`src/rtl/tfc_pkg.sv`:
```
package tfc_pkg;
    localparam int ADDR_W = 6;
    localparam int DATA_W = 8;
    localparam int NCH    = 8;
    localparam int CNT_W  = 16;
    localparam int IDX_W  = $clog2(NCH);

    localparam logic [ADDR_W-1:0] A_CNT_HI = 6'h04;
    localparam logic [ADDR_W-1:0] A_CNT_LO = 6'h05;
    localparam logic [ADDR_W-1:0] A_CH_IE  = 6'h0A;
    localparam logic [ADDR_W-1:0] A_OV_IE  = 6'h0B;
    localparam logic [ADDR_W-1:0] A_CH_FLG = 6'h0C;
    localparam logic [ADDR_W-1:0] A_OV_FLG = 6'h0D;
    // channel data registers occupy 0x10..0x1F, two bytes per channel
    localparam logic [1:0]        CHAN_PAGE = 2'b01;
    localparam int                OV_BIT    = 7;

    typedef enum logic [2:0] {
        ACC_IDLE,
        ACC_COUNTER,
        ACC_CHAN,
        ACC_CH_FLAG,
        ACC_OV_FLAG,
        ACC_CH_IE,
        ACC_OV_IE,
        ACC_OTHER
    } acc_e;
endpackage

```
`src/rtl/tfc_counter.sv`:
```
module tfc_counter #(
    parameter int W = 16
) (
    input  logic         clk,
    input  logic         rst_n,
    input  logic         run,
    output logic [W-1:0] cnt,
    output logic         wrap
);
    always_ff @(posedge clk or negedge rst_n) begin
        if (!rst_n) begin
            cnt <= '0;
        end else if (run) begin
            cnt <= cnt + 1'b1;
        end
    end

    // advancing from all ones rolls over to zero
    assign wrap = run & (&cnt);
endmodule

```
`src/rtl/tfc_flag_bank.sv`:
```
module tfc_flag_bank #(
    parameter int N = 8
) (
    input  logic         clk,
    input  logic         rst_n,
    input  logic [N-1:0] set,
    input  logic [N-1:0] clr,
    output logic [N-1:0] flags
);
    // set is applied after clear, so a coincident event survives
    always_ff @(posedge clk or negedge rst_n) begin
        if (!rst_n) begin
            flags <= '0;
        end else begin
            flags <= (flags & ~clr) | set;
        end
    end
endmodule

```
`src/rtl/tfc_decode.sv`:
```
module tfc_decode
    import tfc_pkg::*;
(
    input  logic              bus_req,
    input  logic              bus_wr,
    input  logic [ADDR_W-1:0] bus_addr,
    input  logic [DATA_W-1:0] bus_wdata,
    input  logic              fast_clr,
    input  logic              clr_ok,
    input  logic [NCH-1:0]    chan_mode,
    output acc_e              kind,
    output logic [NCH-1:0]    ch_clr,
    output logic              ov_clr,
    output logic              ch_ie_we,
    output logic              ov_ie_we
);
    logic [IDX_W-1:0] idx;
    assign idx = bus_addr[IDX_W:1];

    always_comb begin
        if (!bus_req) begin
            kind = ACC_IDLE;
        end else if (bus_addr[5:4] == CHAN_PAGE) begin
            kind = ACC_CHAN;
        end else begin
            unique case (bus_addr)
                A_CNT_HI, A_CNT_LO: kind = ACC_COUNTER;
                A_CH_FLG:           kind = ACC_CH_FLAG;
                A_OV_FLG:           kind = ACC_OV_FLAG;
                A_CH_IE:            kind = ACC_CH_IE;
                A_OV_IE:            kind = ACC_OV_IE;
                default:            kind = ACC_OTHER;
            endcase
        end
    end

    always_comb begin
        ch_clr   = '0;
        ov_clr   = 1'b0;
        ch_ie_we = 1'b0;
        ov_ie_we = 1'b0;
        unique case (kind)
            ACC_COUNTER: ov_clr = fast_clr;
            ACC_CHAN: begin
                // compare role clears on write, capture role on read
                if (fast_clr && (chan_mode[idx] == bus_wr)) begin
                    ch_clr[idx] = 1'b1;
                end
            end
            ACC_CH_FLAG: begin
                if (bus_wr && clr_ok) ch_clr = bus_wdata[NCH-1:0];
            end
            ACC_OV_FLAG: begin
                if (bus_wr && clr_ok) ov_clr = bus_wdata[OV_BIT];
            end
            ACC_CH_IE: ch_ie_we = bus_wr;
            ACC_OV_IE: ov_ie_we = bus_wr;
            default: ;
        endcase
    end
endmodule

```
`src/rtl/tfc_top.sv`:
```
module tfc_top
    import tfc_pkg::*;
(
    input  logic              clk,
    input  logic              rst_n,
    input  logic              tmr_en,
    input  logic              pacc_en,
    input  logic              fast_clr,
    input  logic [NCH-1:0]    chan_mode,
    input  logic [NCH-1:0]    ch_evt,
    input  logic              bus_req,
    input  logic              bus_wr,
    input  logic [ADDR_W-1:0] bus_addr,
    input  logic [DATA_W-1:0] bus_wdata,
    output logic [DATA_W-1:0] bus_rdata,
    output logic [DATA_W-1:0] ch_flags,
    output logic [DATA_W-1:0] ovf_flags,
    output logic              irq
);
    logic             run;
    logic [CNT_W-1:0] cnt_q;
    logic             wrap;
    acc_e             kind;
    logic [NCH-1:0]   ch_clr;
    logic             ov_clr;
    logic             ch_ie_we;
    logic             ov_ie_we;
    logic [NCH-1:0]   ch_q;
    logic [0:0]       ov_q;
    logic [NCH-1:0]   ch_ie_q;
    logic             ov_ie_q;

    assign run = tmr_en | pacc_en;

    tfc_counter #(.W(CNT_W)) u_cnt (
        .clk  (clk),
        .rst_n(rst_n),
        .run  (run),
        .cnt  (cnt_q),
        .wrap (wrap)
    );

    tfc_decode u_dec (
        .bus_req  (bus_req),
        .bus_wr   (bus_wr),
        .bus_addr (bus_addr),
        .bus_wdata(bus_wdata),
        .fast_clr (fast_clr),
        .clr_ok   (run),
        .chan_mode(chan_mode),
        .kind     (kind),
        .ch_clr   (ch_clr),
        .ov_clr   (ov_clr),
        .ch_ie_we (ch_ie_we),
        .ov_ie_we (ov_ie_we)
    );

    tfc_flag_bank #(.N(NCH)) u_chf (
        .clk  (clk),
        .rst_n(rst_n),
        .set  (ch_evt),
        .clr  (ch_clr),
        .flags(ch_q)
    );

    tfc_flag_bank #(.N(1)) u_ovf (
        .clk  (clk),
        .rst_n(rst_n),
        .set  (wrap),
        .clr  (ov_clr),
        .flags(ov_q)
    );

    always_ff @(posedge clk or negedge rst_n) begin
        if (!rst_n) begin
            ch_ie_q <= '0;
            ov_ie_q <= 1'b0;
        end else begin
            if (ch_ie_we) ch_ie_q <= bus_wdata[NCH-1:0];
            if (ov_ie_we) ov_ie_q <= bus_wdata[OV_BIT];
        end
    end

    assign ch_flags  = ch_q;
    assign ovf_flags = {ov_q[0], {(DATA_W-1){1'b0}}};
    assign irq       = (|(ch_q & ch_ie_q)) | (ov_q[0] & ov_ie_q);

    always_comb begin
        unique case (kind)
            ACC_COUNTER: bus_rdata = bus_addr[0] ? cnt_q[7:0] : cnt_q[15:8];
            ACC_CH_FLAG: bus_rdata = ch_q;
            ACC_OV_FLAG: bus_rdata = ovf_flags;
            ACC_CH_IE:   bus_rdata = ch_ie_q;
            ACC_OV_IE:   bus_rdata = {ov_ie_q, {(DATA_W-1){1'b0}}};
            default:     bus_rdata = '0;
        endcase
    end
endmodule

```
`config.mk`:
```
export PLATFORM = sky130hd
export DESIGN_NAME = tfc_top
export DESIGN_NICKNAME = d
export VERILOG_FILES = /design/src/rtl/tfc_pkg.sv /design/src/rtl/tfc_counter.sv /design/src/rtl/tfc_flag_bank.sv /design/src/rtl/tfc_decode.sv /design/src/rtl/tfc_top.sv
export SDC_FILE = /design/constraint.sdc
export NUM_CORES = 1
export LEC_CHECK = 0
export BUFFER_PORTS_ARGS = -buffer_cell sky130_fd_sc_hd__buf_2
export CAP_MARGIN = 30
export CORE_MARGIN = 3
export CORE_UTILIZATION = 30
export CTS_BUF_LIST = sky130_fd_sc_hd__clkbuf_8
export DETAILED_ROUTE_END_ITERATION = 16
export PLACE_DENSITY = 0.52
export SYNTH_ARGS = -nofsm -noshare
export SYNTH_HDL_FRONTEND = slang
export SYNTH_SLANG_ARGS = --single-unit
```
`constraint.sdc`:
```
create_clock -name clk -period 1.31 [get_ports clk]
set_input_delay 0 -clock clk [delete_from_list [all_inputs] [get_ports clk]]
set_output_delay 0 -clock clk [all_outputs]
set_load 0.02 [all_outputs]
```
After elaboration in Yosys (flattened, before gate mapping)
Cells that the tools add are included.

Output and inout port bits: 25. Logic and storage cells: 55. Input port bits: 37. Register bits: 34.

Magnitude comparators: 2. Eq/ne operators: 14. Muxes and demuxes: 16. Add/sub/neg operators: 1. Bitwise logic cells: 11. Reduce and logical (&&, ||, !) cells: 6.

Operators with widths (count): $pmux 8 s5 (1); $eq 6x4->1 const B (4); $mux 8 (3); $add 16x1->16 const B (1); $and 8x8->8 (2); $pmux 8 s2 (1); $reduce_and 16->1 (1); $pmux 3 s5 (1); $eq 6x3->1 const B (2); $eq 3x3->1 const B (3); $not 8->8 (1); $or 8x8->8 (1); $reduce_or 8->1 (1); $eq 3x2->1 const B (2); $mux 3 (2); $mux 1 (5); $lt 3x4->1 const B (1); $and 1x1->1 (3); $bmux 1 s3 (1); $demux 1 s3 (1); $eq 3x1->1 const B (1); $ge 3x1->1 const B (1); $logic_and 1x1->1 (3); $or 1x1->1 (3); other kinds (5) (5).

Longest topological paths before layout
Gate-level depths: netlist (run 1).

Depth after elaboration: 10. Depth in mapped cells: 7. Mapped depth without buffers: 5.

Hierarchy
Synthesis (run 1) repeated with hierarchy kept, for this count alone.

Cell total of the unflattened synthesis: 232. Area total of the unflattened synthesis: 2332.2 um^2.

Modules (own cells, without submodules): tfc_top (times used 1, area an instance 825.8 um^2, seq. area each 225.2 um^2, cells each 77); tfc_counter (times used 1, area an instance 754.5 um^2, seq. area each 400.4 um^2, cells each 67); tfc_decode (times used 1, area an instance 425.4 um^2, seq. area each 0.0 um^2, cells each 61); tfc_flag_bank (u_chf) (times used 1, area an instance 290.3 um^2, seq. area each 200.2 um^2, cells each 24); tfc_flag_bank (u_ovf) (times used 1, area an instance 36.3 um^2, seq. area each 25.0 um^2, cells each 3).

Worst setup path after synthesis (run 1)
OpenSTA, ideal clock, no wires.

Path type: input to register. Start point: input bus_addr[3]. End point: register u_chf.flags[3]. Setup time: 120 ps. Buffers on the path: 2. Arrival time: 1312 ps. Cell stages on the path: 6. Slack: -122 ps. Cells stage by stage: buf_6 > buf_2 > or4b_1 > mux2i_2 > nand3_1 > a31o_1.

Cells in the longest elaborated chain, start to end: 10.

Ends and longest elaborated chain: start, declared (RTL line tfc_top.sv:13) `input logic [ADDR_W-1:0] bus_addr,`; $eq 6x3->1 (RTL line tfc_decode.sv:26) `unique case (bus_addr)`; $reduce_or 2->1 (RTL line tfc_decode.sv:26); $pmux 3 s5 (RTL line tfc_decode.sv:26); $mux 3 (RTL line tfc_decode.sv:23) `end else if (bus_addr[5:4] == CHAN_PAGE) begin`; $mux 3 (RTL line tfc_decode.sv:21) `if (!bus_req) begin`; $eq 3x2->1 (RTL line tfc_decode.sv:42) `unique case (kind)`; $pmux 8 s2 (*) (RTL line tfc_decode.sv:42); $not 8->8 (*) (RTL line tfc_flag_bank.sv:15) `flags <= (flags & ~clr) | set;`; $and 8x8->8 (*) (RTL line tfc_flag_bank.sv:15); $or 8x8->8 (*) (RTL line tfc_flag_bank.sv:15); end signal, assigned (RTL line tfc_flag_bank.sv:15); end, declared (RTL line tfc_flag_bank.sv:8) `output logic [N-1:0] flags`.

Mark *: on every way between the ends. The rest lies on a longest branch, timed or not. The select of a mux whose other input is x is not followed. A chain may end at the register's enable or synchronous reset.

Worst setup path in the final report (run 1)
Start point: register u_cnt.cnt[1]. End point: output bus_rdata[1].

Cells in the longest elaborated chain, start to end: 2.

Ends and longest elaborated chain: start, declared (RTL line tfc_counter.sv:7) `output logic [W-1:0] cnt,`; start signal, assigned (RTL line tfc_counter.sv:14) `cnt <= cnt + 1'b1;`; $mux 8 (RTL line tfc_top.sv:90) `ACC_COUNTER: bus_rdata = bus_addr[0] ? cnt_q[7:0] : cnt_q[15:8];`; $pmux 8 s5 (RTL line tfc_top.sv:89) `unique case (kind)`; end, declared (RTL line tfc_top.sv:15) `output logic [DATA_W-1:0] bus_rdata,`.

Every way passes these cells.

==> results of run 1 <==
[worst register-to-register path, stage by stage, from the launching register on]
cell and delay, ps:
sky130_fd_sc_hd__dfrtp_1 380, sky130_fd_sc_hd__buf_4 120, sky130_fd_sc_hd__ha_1 170, sky130_fd_sc_hd__o2111ai_2 140, sky130_fd_sc_hd__nor2_4 180, sky130_fd_sc_hd__nand4_1 120, sky130_fd_sc_hd__xnor2_1 150
[layout make-up]
| class | count | area, um2 | share of cell area (%) |
|---|---|---|---|
| Sequential cell | 34 | 851 | 26.1 |
| Clock inverter | 2 | 8.76 | 0.268 |
| Multi-Input combinational cell | 154 | 1240 | 37.9 |
| Clock buffer | 6 | 82.6 | 2.53 |
| Tap cell | 77 | 96.3 | 2.95 |
| Timing Repair Buffer | 130 | 985 | 30.2 |
| Inverter | 1 | 3.75 | 0.115 |
[final timing paths]
check | end | startpoint | cells after the start
worst max-delay path | bus_rdata[1] | u_cnt.cnt[1] | 5
worst min-delay path | ch_ie_q[7] | bus_wdata[7] | 2
worst max register to register | u_cnt.cnt[10] | u_cnt.cnt[0] | 6
worst min register to register | u_cnt.cnt[13] | u_cnt.cnt[13] | 1
max in group asynchronous | u_cnt.cnt[14] | rst_n | 3
min in group asynchronous | u_cnt.cnt[11] | rst_n | 3
[flip-flops by register name, summed over array words and instances, names as in the netlist]
name	flops
ch_ie_q	8
u_chf.flags	8
u_cnt.cnt	16
ov_ie_q	1
u_ovf.flags	1
[cell families (layout without fill, tap and decap cells)]
logic type | Yosys count | in the layout | synth area share (%)
simple gates | 72 | 72 | 18.1
flops | 34 | 34 | 41.8
compound gates | 33 | 33 | 13.8
mux | 26 | 26 | 14.4
xor+xnor | 15 | 15 | 6.45
buf+inv | 14 | 139 | 4.67
fa+ha+maj | 1 | 1 | 0.615
other cells | 1 | 7 | 0.184
[routing by layer]
| layer | share of wire (%) | GRT usage, % | up-vias |
|---|---|---|---|
| met2 | 52 | 28.5 | 42 |
| met1 | 44 | 22.1 | 972 |
| met3 | 3.8 | 2.79 | 6 |
| met4 | 0.90 | 4.26 | 0 |
| li1 | - | - | 972 |
| met5 | 0 | 0 | - |
[power by group through the flow]
| stage | sequential, mW | combinational, mW | clock (mW) |
|---|---|---|---|
| 6_report | 1.34 | 1.24 | 0.797 |
| 5_1_grt | 1.36 | 1.35 | 0.868 |
| 4_1_cts | 1.33 | 1.11 | 0.828 |
| 3_5_place_dp | 1.36 | 0.818 | 0 |
| 3_3_place_gp | 1.36 | 0.809 | 0 |
| 2_1_floorplan | 1.36 | 0.453 | 0 |
[through the flow]
stage	area, um2	setup WS, ps	total power [mW]	utilization [%]	instances
CTS	3150	-179	3.27	48.8	399
global placement	2650	-304	2.17	41.0	361
floorplan	2070	-73.6	1.81	-	202
detailed placement	2650	-345	2.17	41.0	361
global route	3270	-210	3.58	50.6	404
finish	3270	-152	3.38	50.6	404
[what timing repair did]
item | CTS | global route
pin swaps | 12 | 15
resized for setup | 38 | 17
endpoints found under the hold margin | 49 | 0
setup buffers | 14 | 5
endpoints found under the setup margin | 11 | 32
hold buffers | 16 | 0
[cell usage in the layout, fill, tap and decap left out, types with 6 or more instances in the layout]
master,instances
sky130_fd_sc_hd__buf_4,49
sky130_fd_sc_hd__buf_2,44
sky130_fd_sc_hd__dfrtp_1,34
sky130_fd_sc_hd__nand2_1,23
sky130_fd_sc_hd__buf_6,21
sky130_fd_sc_hd__dlygate4sd3_1,16
sky130_fd_sc_hd__xnor2_1,12
sky130_fd_sc_hd__nor2_1,11
sky130_fd_sc_hd__mux2_2,11
sky130_fd_sc_hd__mux2i_1,10
sky130_fd_sc_hd__a31o_1,8
sky130_fd_sc_hd__nand3_1,8
sky130_fd_sc_hd__a221o_1,7
sky130_fd_sc_hd__conb_1,7
sky130_fd_sc_hd__clkbuf_8,6
==> results.txt, run 1 <==
The critical path goes through buf_6, mux2i_1, nor2_1, a221o_1, buf_6. The clock share of power was 23.6%; the share of total power consumed by net switching was 29.9%. The worst setup path is launched from a flip-flop.

The tools report the number of hold violations in the final report as 0. The run gives -152 ps as the final critical-path setup slack. Setup repair after global routing could not meet its margin everywhere. Counting the buffers created by CTS gives 5. Counting flops with a built-in enable in the synthesized netlist gives 0. The height of the die was 88.4 um; the net switching power was 1.01 mW.

The filler cells instantiated in the layout total 589. The largest single stage delay on the critical path is 390 ps. Counting along the longest clock path gives a buffer depth of 2. The flip-flop and latch count after synthesis was 34.

For this run, the detailed router's first-pass iteration total came to 4. The number of antenna violations at the first check in global routing was 0; the initial core utilization was 31.5%. Routability-driven placement finished with a final weighted congestion of 0.834. The kind of cell with the highest combined delay along the critical path is flip-flops. The internal power was 2.37 mW; the minimum period implied by the final worst setup slack was 1460 ps.

On the critical path, the stage with the largest delay is an instance of sky130_fd_sc_hd__dfrtp_1. The post-route netlist has 48.3% of its cells at a drive strength greater than 1. A synthesized cell averages 10.4 um2.

The floorplan step defined a die boundary enclosing 7810 um2. The tools report the count of yosys warnings during synthesis as 0. The top-level port count came out at 62.

After floorplanning, the core was sized to cover 6460 um2. For the maximum clock frequency, the log shows 684 MHz. By instance count, the leading cell after synthesis is sky130_fd_sc_hd__dfrtp_1. For the number of cells produced by synthesis, the log shows 196.

Sorting the synthesized cells by how often they occur yields sky130_fd_sc_hd__dfrtp_1 (34), sky130_fd_sc_hd__nand2_1 (25), sky130_fd_sc_hd__nor2_1 (13), sky130_fd_sc_hd__xnor2_1 (13), sky130_fd_sc_hd__mux2i_1 (12). TritonCTS built the clock tree. Across all register-to-register paths, the minimum setup slack is -70 ps. At the end of the flow, the number of nets in the layout was 364. The cell area that synthesis handed to floorplanning was 2040 um2.

Total count of max-transition violations in the final report: 0. The worst setup path is of the flip-flop to output port kind. After clock tree synthesis, the clock-pin slew on the worst setup and hold paths is 70 ps. Counting every sink on the clock net gives 34.

The detailed-route wire length per cell works out to 15.6 um. The fraction of the yosys area taken by sequential cells is 41.8%, and the total wire length after detailed routing is 6.30 mm. The routed layout has 1992 vias.

Across every metal layer, demand over resource in global routing totals 16.7%. The first routing iteration left 79 violations. The later pin in the worst-skew pair is clocked with a latency of 280 ps.

The tools report the final setup violation count as 16. The count of input and output buffers works out to 54. Of the total power, combinational logic draws 36.7%. For the leakage power summed over all cells, the log shows 1.46 nW. The floorplan step set the die width to 88.4 um. Together, buffers and inverters on the worst path number 2. For this run the aggregate overflow at the end of global routing stands at 0.

Across the routed clock network, the largest skew measured is 6.05 ps. The run finished, with violations left. The share of the clock period used by the worst path after layout was 112%; the data arrival time of the critical path was 1460 ps. The total negative slack came out at -1090 ps. Maximum level of the CTS H-tree: 2. Of all cell types, the one taking the most synthesized area is sky130_fd_sc_hd__dfrtp_1.

The checks that failed: setup timing. The most common cell type on the critical path was sky130_fd_sc_hd__buf_6. The worst hold path belongs to the class input pin to flip-flop.

The tree is rooted in a sky130_fd_sc_hd__clkbuf_8. The first global-routing pass estimated 10.1 mm of wire. The top cell type by area accounts for 41.8% of the synthesized area. Sequential cells account for 39.7% of the total power. The number of global-route vias before repair is 2072. The number of library cell types mapped by synthesis is 47. STA puts the critical path data required time at 1310 ps. VDD sags by at most 0.000620 V. STA classifies the critical path endpoint as an output port. The repair_antennas step left the layout with diodes totalling 0. The top flip-flop cell by instance count after synthesis is sky130_fd_sc_hd__dfrtp_1. After floorplanning, the core was divided into 29 placement rows. Across the run, the number of max-cap violations was 0. After legalization and detailed placement, the total HPWL measured 4.53 mm.

The worst hold margin was 24.6 ps; the largest fanout of any net on the critical path was 2. Dividing the detail-routed via count by the number of cells gives 4.93. Dividing total power by cell area gives a power density of 1030 nW/um2. Ranked by total cell area, the synthesized netlist is headed by sky130_fd_sc_hd__dfrtp_1 (42%), sky130_fd_sc_hd__mux2_2 (6.1%), sky130_fd_sc_hd__mux2i_1 (5.9%). The async set or reset register ratio after synthesis is 100%. Entering global routing, the biggest net connects 35 pins. Once detail routing completed, the nets flagged for antenna violations numbered 0.

The DRC violation count after routing was 0. The area growth from synthesis to layout came out at 60.4%.
Note: power is estimated with default switching activity, not from simulation.
==> inputs of run 2 (changes only) <==
--- a/config.mk
+++ b/config.mk
@@ -5,13 +5,13 @@
 export SDC_FILE = /design/constraint.sdc
 export NUM_CORES = 1
 export LEC_CHECK = 0
-export BUFFER_PORTS_ARGS = -buffer_cell sky130_fd_sc_hd__buf_2
 export CAP_MARGIN = 30
 export CORE_MARGIN = 3
 export CORE_UTILIZATION = 30
 export CTS_BUF_LIST = sky130_fd_sc_hd__clkbuf_8
 export DETAILED_ROUTE_END_ITERATION = 16
-export PLACE_DENSITY = 0.52
+export DONT_BUFFER_PORTS = 1
+export PLACE_DENSITY = 0.43
 export SYNTH_ARGS = -nofsm -noshare
 export SYNTH_HDL_FRONTEND = slang
 export SYNTH_SLANG_ARGS = --single-unit
==> constraint.sdc (replaced) <==
create_clock -name clk -period 1.75 [get_ports clk]
set_input_delay 0 -clock clk [delete_from_list [all_inputs] [get_ports clk]]
set_output_delay 0 -clock clk [all_outputs]
set_load 0.02 [all_outputs]
==> results.txt, run 2 (synthesis gave the netlist of run 1 again) <==
The later-pin clock latency in the skew report was 290 ps (about the same); the total negative slack was 0 ps (+1090 ps). For the count of max-cap constraint violations, the log shows 0 (unchanged). Placed cell count: 271 (-25%).

The detailed-route wire length per cell works out to 18.4 um (+18%). The total wire length after detailed routing is 5.70 mm (-9.6%), and the area growth from synthesis to layout is 26.8%. The residual antenna-violating net count after detailed routing is 0 (unchanged).

The power density over the cells was 907 nW/um2 (-12%). Number of buffers and inverters on the critical path: 1 (-1). The endpoint kind of the worst setup timing path is a flip-flop.

The net switching power was 0.629 mW (-38%); the maximum clock frequency was 603 MHz. The library cell used most frequently in the layout, excluding fill and tap cells, is sky130_fd_sc_hd__dfrtp_1. The DRC violation count after routing came out at 0 (unchanged). The ratio of cells with drive above 1 in the final layout works out to 14.6% (-34 points).

The tools report the number of buffers created by CTS as 5 (unchanged). For the final setup violation count, the log shows 0 (-16). The largest vdd supply drop came out at 0.000440 V (-29%). The via density per instance came out at 5.30 (+7.4%). The largest register by flop count was u_cnt.cnt. Clock share of power: 37.5% (+14 points). The share of the clock period used by the worst path after layout was 94.8%; the portion of total power attributed to combinational logic was 17.8% (-19 points). The share of total power consumed by net switching was 26.9% (-3.1 points); the internal power was 1.71 mW (-28%). For the pin count of the biggest net entering global routing, the log shows 35 (unchanged). The height of the die was 88.4 um (unchanged); the overall die width was 88.4 um (unchanged). The tools report the startpoint kind of the worst setup timing path as an input pin.

Worst-margin pin slew: 528 ps. The tools report the tightest slew margin relative to the limit as 64.7%. The worst hold path belongs to the class input pin to flip-flop.

The detailed-placement wirelength estimate was 4.19 mm (-7.6%). The logs give 210 ps (+280 ps) for the reg-to-reg setup timing slack and 7810 um2 (unchanged) for the full die area. The logs give 9.08 mm (-9.9%) for the wire length of the first global-routing pass and 15.3% (-1.5 points) for the combined global-route utilization of all metal layers. The largest registers in the layout are u_cnt.cnt: 16 flops, ch_ie_q: 8 flops, u_chf.flags: 8 flops.

The source of the worst hold timing path was pacc_en. The number of flip-flops under the largest register name was 16 (unchanged); the layout filler cell count was 669 (+14%). The library cells used most frequently in the layout, excluding fill and tap cells, are sky130_fd_sc_hd__dfrtp_1 (34), sky130_fd_sc_hd__dlygate4sd3_1 (30), sky130_fd_sc_hd__nand2_1 (25). The overflow left after global routing is 0 (unchanged). Count of nets after finishing: 270 (-26%). The worst slack at placement is 203 ps (+548 ps). Violation count after the first detailed-routing iteration: 95 (+20%).

The run gives 44.7% (+5.0 points) as the part of the power in registers. The initial core utilization was 31.5% (unchanged). Final critical-path setup slack: 90.8 ps (+243 ps).

The number of global-route vias before repair came out at 1766 (-15%). The tools report the number of standard cells in the final layout excluding fillers as 310 (-23%). The data arrival time of the critical path was 1840 ps (+380 ps); the buffer count from post-CTS setup fixing was 0 (-14). The endpoint identified for the worst register-to-register timing path is u_cnt.cnt[10]. The top-level port count is 62 (unchanged), and the depth of the worst register-to-register path is 5 (-1).

The worst hold path terminates at u_cnt.cnt[3]. Category of cells accounting for the largest share of critical-path delay: simple AND/OR/NAND/NOR gates. The worst hold path depth works out to 2 (unchanged).

The cell with the largest stage delay on the worst path is sky130_fd_sc_hd__dlygate4sd3_1. The count of input and output buffers is 0 (-100%). The run finished with clean final reports. The minimum period implied by the final worst setup slack is 1660 ps.

The worst setup path category was input pin to flip-flop. For the via count, the log shows 1642 (-18%). For the routability-driven placement congestion ratio, the log shows 0.850 (+1.9%). The leakage power summed over all cells came out at 1.00 nW (-31%). The tools report the core area as 6460 um2 (unchanged). TritonCTS built the clock tree. Setup repair after global routing left no endpoint under its margin. The maximum level of the CTS H-tree is 2 (unchanged). The tree is rooted in a sky130_fd_sc_hd__clkbuf_8.

The number of standard-cell rows in the floorplan is 29 (unchanged), and the data required time at the worst endpoint is 1930 ps (+620 ps). Register clock-pin slew on the reported worst setup and hold paths: 80 ps (about the same). The biggest cell delay along the critical path came out at 550 ps (+160 ps). The launching point of the worst reg2reg path is u_cnt.cnt[0]. Number of antenna violations at the first check in global routing: 0 (unchanged). The number of hold violations in the final report was 0 (unchanged); the largest fanout of any net on the critical path was 6 (+4). The run gives 2 (unchanged) as the deepest clock path buffer count. For the number of optimization iterations in the first detailed-route pass, the log shows 4 (unchanged). Walking the worst path, the cells encountered are and3b_2, or4b_4, mux2i_4, nand2_1, a31o_1, dlygate4sd3_1.

The TritonCTS sink count was 34 (unchanged). The total count of max-transition violations in the final report is 0 (unchanged), and the antenna diode instance count is 0 (unchanged). The setup skew after layout came out at 11.1 ps (+5.02 ps).
run 2: cell count changes in the layout (fill, tap and decap cells not counted), moves of 3 or more:
cell / delta
sky130_fd_sc_hd__buf_6: -21
sky130_fd_sc_hd__buf_4: -44
sky130_fd_sc_hd__buf_2: -44
sky130_fd_sc_hd__mux2i_2: -3
sky130_fd_sc_hd__dlygate4sd3_1: +14
run 2: what timing repair did:
| item | in CTS | in global routing |
|---|---|---|
| hold buffers | 31 | 0 |
| gates resized for setup | 0 | 4 |
| endpoints found under the hold margin | 56 | 0 |
| endpoints found under the setup margin | 0 | 4 |
run 2: per-stage QoR:
stage	power, mW	hold slack (ps)	util, %	instance area [um2]
final	2.34	2.44	40.0	2580
after global routing	2.47	28.2	40.0	2580
after CTS	2.36	3.32	39.6	2560
after detailed placement	1.41	-295	32.5	2100
after global placement	1.40	-294	32.5	2100
after floorplan	1.35	-296	-	2060
run 2: power groups by stage:
stage          registers, mW  logic [mW]  clock network, mW
6_report                1.05       0.415              0.878
5_1_grt                 1.07       0.467              0.935
4_1_cts                 1.05       0.415              0.895
3_5_place_dp            1.06       0.348                  0
3_3_place_gp            1.06       0.340                  0
2_1_floorplan           1.02       0.333                  0
run 2: per-layer routing:
layer	GRT usage, %	vias to the layer above	share of wire [%]
met2	26.4	50	50
met1	18.6	798	42
li1	-	785	-
met5	0	-	0
met4	5.49	0	1.7
met3	3.45	9	6.5
run 2: worst max path at each step:
stage | cells past startpoint | end | start | slack (ps)
after floorplan | 6 | u_chf.flags[3] | bus_addr[3] | 320
after global placement | 5 | u_cnt.cnt[10] | u_cnt.cnt[0] | 210
after detailed placement | 5 | u_cnt.cnt[10] | u_cnt.cnt[0] | 200
after CTS | 6 | u_chf.flags[0] | bus_addr[5] | 30
after global routing | 6 | u_chf.flags[0] | bus_addr[5] | 8
final | 6 | u_chf.flags[2] | bus_addr[5] | 90
run 2: cell type report:
cell class | count | area (um2) | share of cell area (%)
multi-input cells | 154 | 1130 | 44.0
flip-flops and latches | 34 | 851 | 33.0
repair buffers | 36 | 358 | 13.9
well taps | 77 | 96.3 | 3.73
clock buffers | 5 | 68.8 | 2.67
clock inverters | 3 | 68.8 | 2.67
inverters | 1 | 3.75 | 0.145
